===== src/rtl/brx_pkg.sv =====
package brx_pkg;
  localparam int OP_W = 6;
  localparam int SEL_W = 5;

  localparam logic [OP_W-1:0] OPC_SIGNTEST = 6'd1;
  localparam logic [OP_W-1:0] OPC_JUMP     = 6'd2;
  localparam logic [OP_W-1:0] OPC_JLINK    = 6'd3;
  localparam logic [OP_W-1:0] OPC_EQ       = 6'd4;
  localparam logic [OP_W-1:0] OPC_NE       = 6'd5;
  localparam logic [OP_W-1:0] OPC_LEZ      = 6'd6;
  localparam logic [OP_W-1:0] OPC_GTZ      = 6'd7;

  typedef enum logic [2:0] {
    K_NONE, K_JUMP, K_EQ, K_NE, K_LEZ, K_GTZ, K_SIGN
  } kind_e;

  typedef struct packed {
    kind_e kind;
    logic  link;
    logic  likely;
    logic  want_neg;
  } dec_t;
endpackage


===== src/rtl/brx_decode.sv =====
module brx_decode
  import brx_pkg::*;
(
  input  logic [OP_W-1:0]  opcode,
  input  logic [SEL_W-1:0] sel,
  output dec_t             dec
);
  always_comb begin
    dec = '{kind: K_NONE, link: 1'b0, likely: 1'b0, want_neg: 1'b0};
    unique case (opcode)
      OPC_JUMP:  dec.kind = K_JUMP;
      OPC_JLINK: begin
        dec.kind = K_JUMP;
        dec.link = 1'b1;
      end
      OPC_EQ:  dec.kind = K_EQ;
      OPC_NE:  dec.kind = K_NE;
      OPC_LEZ: dec.kind = K_LEZ;
      OPC_GTZ: dec.kind = K_GTZ;
      OPC_SIGNTEST: begin
        // bits: [4]=link, [1]=likely, [0]=test non-negative; others must be 0
        if (sel[3:2] == 2'b00) begin
          dec.kind     = K_SIGN;
          dec.link     = sel[4];
          dec.likely   = sel[1];
          dec.want_neg = ~sel[0];
        end
      end
      default: ;
    endcase
  end
endmodule


===== src/rtl/brx_cond.sv =====
module brx_cond
  import brx_pkg::*;
#(
  parameter int W = 32
) (
  input  dec_t         dec,
  input  logic [W-1:0] a,
  input  logic [W-1:0] b,
  output logic         hit
);
  logic neg, zero, same;

  assign neg  = a[W-1];
  assign zero = (a == '0);
  assign same = (a == b);

  always_comb begin
    unique case (dec.kind)
      K_JUMP:  hit = 1'b1;
      K_EQ:    hit = same;
      K_NE:    hit = ~same;
      K_LEZ:   hit = neg | zero;
      K_GTZ:   hit = ~neg & ~zero;
      K_SIGN:  hit = (neg == dec.want_neg);
      default: hit = 1'b0;
    endcase
  end
endmodule


===== src/rtl/brx_target.sv =====
module brx_target
  import brx_pkg::*;
#(
  parameter int W        = 32,
  parameter int OFF_W    = 16,
  parameter int REGION_W = 4
) (
  input  logic [W-1:0] pc,
  input  logic [W-1:0] instr,
  input  kind_e        kind,
  output logic [W-1:0] target,
  output logic [W-1:0] ret_addr
);
  localparam int IDX_W  = W - REGION_W - 2;
  localparam int EXT_W  = W - OFF_W - 2;
  localparam int INSN_B = 4;

  logic [W-1:0] rel_off, rel_tgt, abs_tgt, seq_pc;

  assign seq_pc   = pc + W'(INSN_B);
  assign ret_addr = pc + W'(2 * INSN_B);
  assign rel_off  = {{EXT_W{instr[OFF_W-1]}}, instr[OFF_W-1:0], 2'b00};
  assign rel_tgt  = seq_pc + rel_off;
  assign abs_tgt  = {pc[W-1 -: REGION_W], instr[IDX_W-1:0], 2'b00};
  assign target   = (kind == K_JUMP) ? abs_tgt : rel_tgt;
endmodule


===== src/rtl/brx_redirect.sv =====
module brx_redirect #(
  parameter int W = 32
) (
  input  logic         clk,
  input  logic         rst_n,
  input  logic         accept,
  input  logic         take,
  input  logic [W-1:0] dest,
  output logic         fire,
  output logic [W-1:0] fire_pc
);
  logic         pend_q;
  logic [W-1:0] dest_q;

  always_ff @(posedge clk) begin
    if (!rst_n) begin
      pend_q <= 1'b0;
      dest_q <= '0;
    end else if (accept) begin
      pend_q <= take;
      if (take) dest_q <= dest;
    end
  end

  assign fire    = pend_q & accept;
  assign fire_pc = dest_q;
endmodule


===== src/rtl/ctl_redirect_unit.sv =====
module ctl_redirect_unit
  import brx_pkg::*;
#(
  parameter int W        = 32,
  parameter int REG_W    = 5,
  parameter int LINK_REG = 31
) (
  input  logic             clk,
  input  logic             rst_n,
  input  logic             in_valid,
  output logic             in_ready,
  input  logic [W-1:0]     pc,
  input  logic [W-1:0]     instr,
  input  logic [W-1:0]     rs_val,
  input  logic [W-1:0]     rt_val,
  output logic             taken,
  output logic [W-1:0]     target_pc,
  output logic             link_we,
  output logic [REG_W-1:0] link_idx,
  output logic [W-1:0]     link_value,
  output logic             annul,
  output logic             redirect_valid,
  output logic [W-1:0]     redirect_pc
);
  localparam int OP_LSB  = W - OP_W;
  localparam int SEL_LSB = 16;

  dec_t dec;
  logic hit;

  brx_decode u_dec (
    .opcode (instr[W-1:OP_LSB]),
    .sel    (instr[SEL_LSB +: SEL_W]),
    .dec    (dec)
  );

  brx_cond #(.W(W)) u_cond (
    .dec (dec),
    .a   (rs_val),
    .b   (rt_val),
    .hit (hit)
  );

  brx_target #(.W(W)) u_tgt (
    .pc       (pc),
    .instr    (instr),
    .kind     (dec.kind),
    .target   (target_pc),
    .ret_addr (link_value)
  );

  assign in_ready = 1'b1;
  assign taken    = in_valid & hit;
  assign link_we  = in_valid & dec.link;
  assign link_idx = REG_W'(LINK_REG);
  assign annul    = in_valid & dec.likely & ~hit;

  brx_redirect #(.W(W)) u_rdr (
    .clk     (clk),
    .rst_n   (rst_n),
    .accept  (in_valid),
    .take    (taken),
    .dest    (target_pc),
    .fire    (redirect_valid),
    .fire_pc (redirect_pc)
  );
endmodule


===== config.mk =====
export PLATFORM = sky130hd
export DESIGN_NAME = ctl_redirect_unit
export DESIGN_NICKNAME = d
export VERILOG_FILES = /design/src/rtl/brx_pkg.sv /design/src/rtl/brx_decode.sv /design/src/rtl/brx_cond.sv /design/src/rtl/brx_target.sv /design/src/rtl/brx_redirect.sv /design/src/rtl/ctl_redirect_unit.sv
export SDC_FILE = /design/constraint.sdc
export NUM_CORES = 1
export LEC_CHECK = 0
export BUFFER_PORTS_ARGS = -buffer_cell sky130_fd_sc_hd__buf_2
export CORE_ASPECT_RATIO = 0.8
export CORE_MARGIN = 1.5
export CORE_UTILIZATION = 38
export CTS_CLUSTER_SIZE = 25
export DETAILED_ROUTE_END_ITERATION = 10
export PLACE_DENSITY = 0.69
export SLEW_MARGIN = 25
export SYNTH_ARGS = -nofsm -noshare
export SYNTH_HDL_FRONTEND = slang
export SYNTH_HIERARCHICAL = 1
export SYNTH_SLANG_ARGS = --single-unit

===== constraint.sdc =====
create_clock -name clk -period 4.07 [get_ports clk]
set_input_delay 0.6105 -clock clk [delete_from_list [all_inputs] [get_ports clk]]
set_output_delay 0.6105 -clock clk [all_outputs]
set_load 0.02 [all_outputs]

# Yosys cells after proc, flatten, opt, wreduce, memory -nomap -nowiden

Cells that the tools add are included.

Register bits after elaboration: 33
Output and inout port bits: 106
Word-level logic and storage cells: 42

Add/sub/neg operators: 3
Equality and inequality tests: 15
Multiplexer cells: 6
Bitwise logic cells: 12
Reduce and logical (&&, ||, !) cells: 4

Operator list:

| kind                                          | number |
|---|---|
| adder 32 x 3 -> 32 bit, second input constant | 1 |
| adder 32 bit                                  | 1 |
| adder 32 x 4 -> 32 bit, second input constant | 1 |
| == test 32 bit                                | 1 |
| logical NOT 32 bit                            | 1 |
| two-way mux 32 bit                            | 1 |
| == test 6 x 3 -> 1 bit, second input constant | 4 |
| one-hot mux 3 bit (6 select lines)            | 1 |
| == test 6 x 2 -> 1 bit, second input constant | 2 |
| == test 3 bit, second input constant          | 3 |
| bitwise AND 1 bit                             | 6 |
| == test 3 x 2 -> 1 bit, second input constant | 2 |
| == test 6 x 1 -> 1 bit, second input constant | 1 |
| two-way mux 6 bit                             | 1 |
| one-hot mux 1 bit (6 select lines)            | 1 |
| NOT 1 bit                                     | 5 |
| == test 3 x 1 -> 1 bit, second input constant | 1 |
| logical NOT 2 bit                             | 1 |
| two-way mux 2 bit                             | 1 |
| one-hot mux 1 bit (2 select lines)            | 1 |
| AND reduction 2 bit                           | 1 |
| OR reduction 2 bit                            | 1 |
| == test 1 bit                                 | 1 |
| bitwise OR 1 bit                              | 1 |

# Depth between registers and ports, before layout

Gate-level depths: netlist of run 1.

Word-level depth: 7
Gate-level depth with buffers: 15
Gate-level depth less buffers: 15

# Cells and area by module

The synthesis of run 1 kept the hierarchy.

By module, submodules not included:

| module            | times used | cells each | area an instance (um^2) | seq. area each (um^2) |
|---|---|---|---|---|
| brx_target        | 1          | 395        | 2675.1                  | 0.0 |
| brx_redirect      | 1          | 151        | 1425.1                  | 660.6 |
| brx_cond          | 1          | 62         | 523.0                   | 0.0 |
| brx_decode        | 1          | 15         | 126.4                   | 0.0 |
| ctl_redirect_unit | 1          | 10         | 71.3                    | 0.0 |

# Worst setup path before layout of run 1

OpenSTA, ideal clock, no wires.

Path kind: input port to output port
Start: input pc[3]
End: output target_pc[17]
Data arrival time: 3.234 ns
Data required time: 3.459 ns
Path slack: 0.226 ns
Stages: 11
Buffers on the path: 0
Path through: ha_1 > ha_1 > fa_1 > a21o_1 > a221o_1 > a21o_1 > a41oi_2 > o21a_1 > o21ai_1 > xnor2_1 > a21oi_1

Word-level cells in the longest chain between the ends: 3

RTL lines:

| what                   | RTL line                | RTL |
|---|---|---|
| start: declaration     | ctl_redirect_unit.sv:12 | `input logic [W-1:0] pc,` |
| adder 32 x 3 -> 32 bit | brx_target.sv:20        | `assign seq_pc = pc + W'(INSN_B);` |
| adder 32 bit           | brx_target.sv:23        | `assign rel_tgt = seq_pc + rel_off;` |
| two-way mux 32 bit     | brx_target.sv:25        | `assign target = (kind == K_JUMP) ? abs_tgt : rel_tgt;` |
| end: declaration       | ctl_redirect_unit.sv:17 | `output logic [W-1:0] target_pc,` |

No other way between the ends.

# Worst setup path after layout of run 1

Start: input pc[3]
End: output target_pc[23]

Same word-level chain as after synthesis.

==> flow_summary.toml, run 1 <==
[status]
status = "completed"

[logic_synthesis]
synth_top_family_by_area = "simple AND/OR/NAND/NOR gates"
synth_commonest_cells = "nand2_1, ha_1, xor2_1, a21oi_1, nor2_1"
yosysWarnings = 6
synth_xor_area_share_pct = 15.4
ys_seq_elements = 33
synth_compound_area_share_pct = 20.9
synth_top_area_cell = "ha_1"
synth_ff_type = "dfxtp_1"
synth.most_common_cell = "nand2_1"
synth_top_area_share_pct = 15.1
yosys.area_share.simple_pct = 27.4
synth_edf_count = 0
synthAdderAreaFrac_pct = 15.5
synthArstFlopShare_pct = 0
synth_area_per_cell_um2 = 7.62
yosys-top-cells-area = "ha_1, dfxtp_1, xor2_1"
muxShareOfSynthArea_pct = 0.623
syn_area_um2 = 4820
yosysSeqAreaShare_pct = 13.7
syn_inst = 633
ys_types = 63

[worst_setup_path]
cpMaxStageDelayCell = "fa_2"
rrSetupSlack_ns = 3.35
cp_max_fo = 4
crit_chain = "buf_4 > ha_4 > ha_4 > fa_2 > a21o_1 > a221o_1 > a21o_1 > a41oi_2 > o211ai_1 > a31oi_1 > xor2_1 > o21ai_2 > buf_6"
required_ns = 3.46
cp-start-kind = "input port"
worst_setup_path_end_kind = "output port"
slowest_delay_ns = 0.39
worstReg2RegStart = "u_rdr/pend_q"
arrival_ns = 3.36
worstSetupPathType = "input port to output port"
worst_r2r_path_depth = 2
timing.rr.end = "u_rdr/pend_q"

[clocking]
path_clk_slew_ns = 0.05
tritoncts = "built"
cts.hold.buffers_added = 0
root_buffer = "clkbuf_16"
cts_sinks = 33
htreeDepth = 2
clockBufferDepth = 2
cts_buffers = 5
insertion_delay_ns = 0.27

[grt]
grt_util_all_layers_pct = 23.0
grt_start_max_net_pins = 66
grt_pass1_vias = 4913
grt_antenna_before_repair = 2
grt_overflow_total = 0
grt_pass1_wl_mm = 25.0

[min_path]
hold_end = "u_rdr/fire_pc[17]"
min_path_cells = 2
hp-class = "register to register"
hold_start = "u_rdr/fire_pc[17]"

[placement]
gp_congestion = 0.879
port_buffers = 230
dpl.hpwl_mm = 13.3
dp_cells = 1027

[floorplanning]
ios = 237
die_area_um2 = 13400
fp-row-count = 36
initial_utilization_pct = 39.2
fp.coreArea_um2 = 12300
chipWidth_um = 129
die_h_um = 104

[cells_and_area]
num-fill-cells = 1229
area_delta_synth_final_pct = 33.9
final_layout_size_suffix_gt1_share_pct = 37.9
fin_util_pct = 52.5
final_nets = 1057
multi_input_area_um2 = 3950
instances_no_fill = 1042
regArea_um2 = 661

[drt]
ant_nets = 0
wire_per_inst_um = 15.3
drtPass1Iterations = 5
wl_mm = 15.9
viasPerCell = 5.21
drt_iter0_drc = 290
vias = 5424
drc = 0

[power_and_ir_drop]
total_power_mw = 1.75
p_comb_share_pct = 56.1
p_per_area_nw_per_um2 = 270
irDropWorstVdd_uv = 218
power.switching_uw = 725
swShare_pct = 41.5
p_int_mw = 1.02
leakagePower_nw = 3.15
power_frac_clock_pct = 25.0
seq_power_share_pct = 18.9

[sta]
drv_slew = 0
finalHoldViolations = 0
fin_tns_setup_ns = 0
hold_slack_ns = 0.452
clock_skew_ns = 0
maxSlewHeadroom_pct = 37.2
worst_pin_slew_ns = 0.942
finalSetupViolCount = 0
fmax_mhz = 252
finalCritPeriodShare_pct = 97.7
post-route-min-period_ns = 3.97
rsz0062_at_grt = "false"

[run]
timing.max_cap.violations = 0
[placed cells by master (no fill, tap or decap), drive strengths merged, types with 4 or more instances in the layout]
| master | n |
|---|---|
| nand2 | 87 |
| inv | 16 |
| nor3b | 5 |
| and2 | 7 |
| clkbuf | 7 |
| nand4 | 41 |
| dfxtp | 33 |
| o21ai | 53 |
| ha | 58 |
| a21o | 17 |
| nor4 | 16 |
| and3 | 9 |
| nor2 | 42 |
| nor3 | 9 |
| a211oi | 4 |
| nand3 | 15 |
| conb | 6 |
| buf | 258 |
| xor2 | 51 |
| a21oi | 48 |
| a31oi | 5 |
| and4 | 5 |
| xnor2 | 33 |
[per-stage QoR]
stage	area, µm²	setup WS [ns]
2_1_floorplan	4840	0.226
3_3_place_gp	6150	-0.0542
3_5_place_dp	6150	-0.0736
4_1_cts	6350	0.0574
5_1_grt	6460	0.00511
6_report	6460	0.0952
[worst max path at each step]
stage | start | endpoint | cells after the start
global placement | pc[3] | target_pc[23] | 13
detailed placement | pc[3] | target_pc[23] | 13
global route | pc[3] | target_pc[23] | 13
finish | pc[3] | target_pc[23] | 13
floorplan | pc[3] | target_pc[17] | 11
CTS | pc[3] | target_pc[23] | 13
[cell families after synthesis]
group | count (synthesis)
muxes | 3
and+or+nand+nor | 252
xor gates and xnor gates | 84
other | 1
DFF | 33
AOI/OAI and AO/OA | 149
buffers and inverters | 52
adders and majority gates | 59
[area by class of cell]
type,count,area share [%]
Multi-Input combinational cell,553,61.2
Timing Repair Buffer,258,21.5
Sequential cell,33,10.2
Tap cell,171,3.31
Clock buffer,7,2.21
Inverter,16,0.930
Clock inverter,1,0.465
Antenna cell,3,0.116
[registers in the layout, summed over array words and instances (netlist names)]
register       cells
u_rdr/pend_q       1
u_rdr/fire_pc     32
[power groups by stage]
stage | Clock, mW | Sequential (mW) | Combinational (mW)
final | 0.436 | 0.330 | 0.979
after floorplan | 0 | 0.342 | 0.582
after CTS | 0.444 | 0.330 | 0.951
after global placement | 0 | 0.337 | 0.936
after detailed placement | 0 | 0.337 | 0.938
after global routing | 0.462 | 0.330 | 1.06
[metal layers]
layer	share of wire, %	routed length (µm)	global-route usage (%)
met5	0	0	0
met1	45	7180	31.1
met4	2.7	431	7.14
met2	46	7320	37.4
met3	6.3	1010	3.51
[critical path: cells and delay by family]
| family | cells | cell delay, ns |
|---|---|---|
| buf+inv | 2 | 0.31 |
| compound gates | 7 | 1.49 |
| fa+ha+maj | 3 | 0.76 |
| xor+xnor | 1 | 0.20 |
[repair_timing]
action                     CTS  global route
gates resized for setup      5            19
setup endpoints to repair    4             6
pin swaps                    3            13
setup buffers                1             3
Note: power is estimated with default switching activity, not from simulation.
==> run 2: changes to the inputs <==
--- a/config.mk
+++ b/config.mk
@@ -8,10 +8,11 @@
 export BUFFER_PORTS_ARGS = -buffer_cell sky130_fd_sc_hd__buf_2
 export CORE_ASPECT_RATIO = 0.8
 export CORE_MARGIN = 1.5
-export CORE_UTILIZATION = 38
+export CORE_UTILIZATION = 40
+export CTS_BUF_LIST = sky130_fd_sc_hd__clkbuf_16
 export CTS_CLUSTER_SIZE = 25
 export DETAILED_ROUTE_END_ITERATION = 10
-export PLACE_DENSITY = 0.69
+export PLACE_DENSITY = 0.72
 export SLEW_MARGIN = 25
 export SYNTH_ARGS = -nofsm -noshare
 export SYNTH_HDL_FRONTEND = slang
==> run 2 against run 1 <==
Net effect:
- the flow now finishes with violations (design-rule violations)
- via count down 0.98%
- global-route usage up 0.45 points
- cell area down 1.1%
- clock power down 5.7%
- power down 1.6%
- non-clock buffer count down 2
- cell count down 2.7%
- sequential power about the same
- clock skew unchanged
- routed wire length up 0.29%
- largest power group unchanged
- highest routed layer unchanged
==> flow_summary.toml, run 2 (synthesis results as in run 1) <==
[status]
status = "complete, but fails checks"
violations = "design-rule violations"

[sta]
fmax_mhz = 249
worst_pin_slew_ns = 1.02
finalHoldViolations = 0
finalSetupViolCount = 0
fin_tns_setup_ns = 0
post-route-min-period_ns = 4.01
maxSlewHeadroom_pct = 31.7
clock_skew_ns = 0
drv_slew = 0
rsz0062_at_grt = "true"
finalCritPeriodShare_pct = 98.6
setup_ws_ns = 0.0571

[cells_and_area]
final_common_cell = "buf_2"
largest_reg_flops = 32
final_cell_mix = "buf_2, nand2_1, ha_1, xor2_1, a21oi_1"
antenna_cells = 0
final_layout_size_suffix_gt1_share_pct = 37.4
final_nets = 1055
area_delta_synth_final_pct = 32.5
num-fill-cells = 1144
fin_util_pct = 54.8

[floorplanning]
initial_utilization_pct = 41.4
chipWidth_um = 126
fp-row-count = 35
ios = 237
die_h_um = 101
fp.coreArea_um2 = 11600
die_area_um2 = 12700

[worst_setup_path]
arrival_ns = 3.40
required_ns = 3.46
cp-start-kind = "input port"
worstSetupPathType = "input port to output port"
crit_chain = "buf_2 > ha_4 > ha_4 > fa_2 > a21o_1 > a221o_1 > buf_4 > nand4_1 > a31oi_2 > o211ai_1 > a21oi_1 > a31oi_1 > xnor2_1 > buf_4"
cpMaxStageDelayCell = "fa_2"
cp_max_fo = 2
worst_setup_path_end_kind = "output port"
slowest_delay_ns = 0.36

[clocking]
cts_sinks = 33
path_clk_slew_ns = 0.05
cts.hold.buffers_added = 0
htreeDepth = 2
clockBufferDepth = 2
insertion_delay_ns = 0.27
tritoncts = "built"
root_buffer = "clkbuf_16"
cts_buffers = 5

[min_path]
hp-class = "register to register"

[drt]
drt_iter0_drc = 347
wire_per_inst_um = 15.8
ant_nets = 0
viasPerCell = 5.30
wl_mm = 16.0
drc = 4
vias = 5371
drtPass1Iterations = 10

[power_and_ir_drop]
p_per_area_nw_per_um2 = 269
irDropWorstVdd_uv = 187
leakagePower_nw = 3.14

[grt]
grt_start_max_net_pins = 41
grt_pass1_wl_mm = 24.5
grt_antenna_before_repair = 0
met1_usage_pct = 30.1
grt_pass1_vias = 4895
use_met2_pct = 42.2
grt_util_all_layers_pct = 23.5
grt-busiest-layer = "met2"
met3_usage_pct = 3.28
grt_overflow_total = 0

[placement]
dpl.hpwl_mm = 13.5
port_buffers = 230
detailedPlace.worstSlack_ns = -0.0564
gp_congestion = 0.881

[run]
timing.max_cap.violations = 0
==> run 2: through the flow <==
stage,power (mW),hold slack [ns],cell area [µm²],instances
global route,1.82,0.480,6390,1014
global placement,1.27,0.439,6110,1004
CTS,1.69,0.454,6280,1012
finish,1.72,0.454,6390,1014
floorplan,0.924,0.525,4840,638
detailed placement,1.27,0.448,6110,1004
==> run 2: final timing paths <==
| kind | from | to | slack, ns | cells after the start |
|---|---|---|---|---|
| worst max-delay path | pc[3] | target_pc[31] | 0.06 | 14 |
| worst min-delay path | u_rdr/fire_pc[9] | u_rdr/fire_pc[9] | 0.45 | 2 |
| worst max register to register | u_rdr/pend_q | u_rdr/pend_q | 3.37 | 2 |
| worst min register to register | u_rdr/fire_pc[9] | u_rdr/fire_pc[9] | 0.45 | 2 |
==> run 2: layout make-up <==
class	instances	area, µm²	area share, %
clock buffer	5	125	1.96
clock inverter	3	37.5	0.588
inverter	16	60.1	0.940
multi-input combinational	553	3960	62.0
sequential	33	661	10.3
tap	148	185	2.90
timing repair buffer	256	1360	21.3
==> run 2: repair_timing <==
item	4_1_cts	5_1_grt
buffers inserted	0	2
cloned	0	0
resized for setup	3	18
endpoints found under the hold margin	0	0
pin swaps	2	11
endpoints found under the setup margin	3	9
==> run 2: critical path, delay by kind of cell <==
| kind | cells | cell delay (ns) |
|---|---|---|
| AO/OA/AOI/OAI | 6 | 1.23 |
| adder cells (fa/ha/maj) | 3 | 0.76 |
| buffers and inverters | 3 | 0.47 |
| XOR/XNOR | 1 | 0.18 |
| AND/OR/NAND/NOR | 1 | 0.14 |
==> run 2: routing by layer <==
layer	wire length (µm)	vias to the layer above
li1	-	2750
met1	7200	2421
met2	7620	184
met3	921	16
met4	257	0
met5	0	-
==> run 2: power breakdown <==
part	leakage, nW	internal (mW)	switching (mW)
sequential	0.266	0.328	0.00220
combinational	2.80	0.387	0.588
clock	0.0826	0.284	0.127
==> run 3: changes to the inputs <==
--- a/config.mk
+++ b/config.mk
@@ -13,6 +13,8 @@
 export CTS_CLUSTER_SIZE = 25
 export DETAILED_ROUTE_END_ITERATION = 10
 export PLACE_DENSITY = 0.72
+export RECOVER_POWER = 50
+export SETUP_SLACK_MARGIN = 0.02
 export SLEW_MARGIN = 25
 export SYNTH_ARGS = -nofsm -noshare
 export SYNTH_HDL_FRONTEND = slang
==> run 3 against run 2 <==
Net effect:
- critical path depth unchanged
- flip-flop and latch count stayed put
- routed wire length increased by 0.29%
- utilization shrank 0.70 points
- cell area shrank 1.3%
- hold slack about the same
- the flow finishes with violations (design-rule violations, max-capacitance violations, max-slew violations)
- via count rose by 1.2%
- critical path type unchanged
==> flow_summary.toml, run 3 (synthesis results as in run 1) <==
[status]
status = "complete, but fails checks"
violations = "design-rule violations, max-capacitance violations, max-slew violations"

[floorplanning]
die_h_um = 101
ios = 237
initial_utilization_pct = 41.4
fp-row-count = 35
chipWidth_um = 126
die_area_um2 = 12700
fp.coreArea_um2 = 11600

[min_path]
hp-class = "register to register"
hold_start = "u_rdr/fire_pc[9]"
min_path_cells = 2
hold_end = "u_rdr/fire_pc[9]"

[worst_setup_path]
worst_setup_path_end_kind = "output port"
timing.rr.end = "u_rdr/pend_q"
rrSetupSlack_ns = 3.31
worstReg2RegStart = "u_rdr/pend_q"
arrival_ns = 3.38
cpMaxStageDelayCell = "fa_2"
worst_r2r_path_depth = 2
cp-start-kind = "input port"
crit_chain = "buf_2 > ha_4 > ha_4 > fa_2 > a21o_1 > a221o_1 > buf_4 > nand4_1 > a31oi_2 > o211ai_1 > a21oi_1 > a31oi_1 > xnor2_1 > buf_4"
required_ns = 3.46
cp_max_fo = 2
slowest_delay_ns = 0.36
worstSetupPathType = "input port to output port"

[placement]
port_buffers = 230
gp_congestion = 0.881
dpl.hpwl_mm = 13.5
placed_area_um2 = 6110

[sta]
worst_pin_slew_ns = 1.66
drv_slew = 39
fin_tns_setup_ns = 0
finalCritPeriodShare_pct = 98.0
finalSetupViolCount = 0
finalHoldViolations = 0
clock_skew_ns = 0
fmax_mhz = 251
maxSlewHeadroom_pct = -10.9
post-route-min-period_ns = 3.99
rsz0062_at_grt = "true"

[drt]
wire_per_inst_um = 15.8
viasPerCell = 5.36
drc = 4
ant_nets = 0
drtPass1Iterations = 10
vias = 5437
drt_iter0_drc = 356
wl_mm = 16.0

[grt]
grt_overflow_total = 0
grt_start_max_net_pins = 41
grt_antenna_before_repair = 0
grt_util_all_layers_pct = 23.5
grt_pass1_wl_mm = 24.5
grt_pass1_vias = 4895

[power_and_ir_drop]
p_int_uw = 993
p_per_area_nw_per_um2 = 272
irDropWorstVdd_uv = 187
power_frac_clock_pct = 24.1
leakagePower_nw = 2.91
power.switching_uw = 720
swShare_pct = 42.0
p_comb_share_pct = 56.6
seq_power_share_pct = 19.3

[cells_and_area]
final_layout_size_suffix_gt1_share_pct = 30.1
num-fill-cells = 1162
fin_area_um2 = 6300
final_nets = 1055
final_cell_mix = "buf_2, nand2_1, clkbuf_1, ha_1, xor2_1"
regArea_um2 = 661
largest_reg_flops = 32
multi_input_area_um2 = 3960
area_delta_synth_final_pct = 30.8
final_common_cell = "buf_2"
antenna_cells = 0

[clocking]
htreeDepth = 2
cts_buffers = 5
cts.hold.buffers_added = 0
root_buffer = "clkbuf_16"
insertion_delay_ns = 0.27
path_clk_slew_ns = 0.05
cts_sinks = 33
tritoncts = "built"
clockBufferDepth = 2

[run]
timing.max_cap.violations = 1
## run 3: changes by cell type in the layout (fill, tap and decap cells not counted), sizes merged
cell / previous run / this run
buf: 256 / 193
clkbuf: 5 / 68
## run 3: what timing repair did
item	CTS	global route
setup buffers	0	2
setup endpoints to repair	4	11
gates resized for setup	3	19
pin swaps	2	11
## run 3: worst max path at each step
stage,from,to,slack [ns],cells past startpoint
6_report,pc[3],target_pc[31],0.08,14
5_1_grt,pc[4],target_pc[28],-0.02,13
4_1_cts,pc[3],target_pc[31],0.05,14
3_5_place_dp,pc[3],target_pc[23],-0.06,13
3_3_place_gp,pc[3],target_pc[23],-0.02,13
2_1_floorplan,pc[3],target_pc[17],0.23,11
## run 3: cell type report
class	count	area share, %
clock inverter	3	0.595
inverter	16	0.953
timing repair buffer	256	20.3
tap	148	2.94
clock buffer	5	1.98
multi-input combinational	553	62.8
sequential	33	10.5
## run 3: critical path, delay by kind of cell
family          cells  cell delay [ns]
xor+xnor            1             0.18
buf+inv             3             0.47
simple gates        1             0.14
fa+ha+maj           3             0.76
compound gates      6             1.22
## run 3: power by group through the flow
stage / combinational [mW] / sequential, mW / clock (mW)
4_1_cts: 0.945 / 0.330 / 0.420
3_5_place_dp: 0.936 / 0.337 / 0
6_report: 0.970 / 0.330 / 0.413
2_1_floorplan: 0.582 / 0.342 / 0
5_1_grt: 1.05 / 0.331 / 0.435
3_3_place_gp: 0.934 / 0.337 / 0
## run 3: layer usage
| layer | track usage (%) | vias to the layer above | wire [µm] |
|---|---|---|---|
| met5 | 0 | - | 0 |
| met4 | 5.22 | 0 | 263 |
| met3 | 3.28 | 18 | 992 |
| met2 | 42.2 | 183 | 7720 |
| met1 | 30.1 | 2485 | 7060 |
| li1 | - | 2751 | - |
## run 3: per-stage QoR
step	setup WS [ns]	instances	total power, mW	hold WS (ns)	util, %
floorplan	0.226	638	0.924	0.525	-
global placement	-0.0160	1004	1.27	0.439	52.5
detailed placement	-0.0564	1004	1.27	0.448	52.5
CTS	0.0519	1012	1.69	0.454	53.9
global route	-0.0239	1014	1.82	0.483	54.1
finish	0.0795	1014	1.71	0.454	54.1
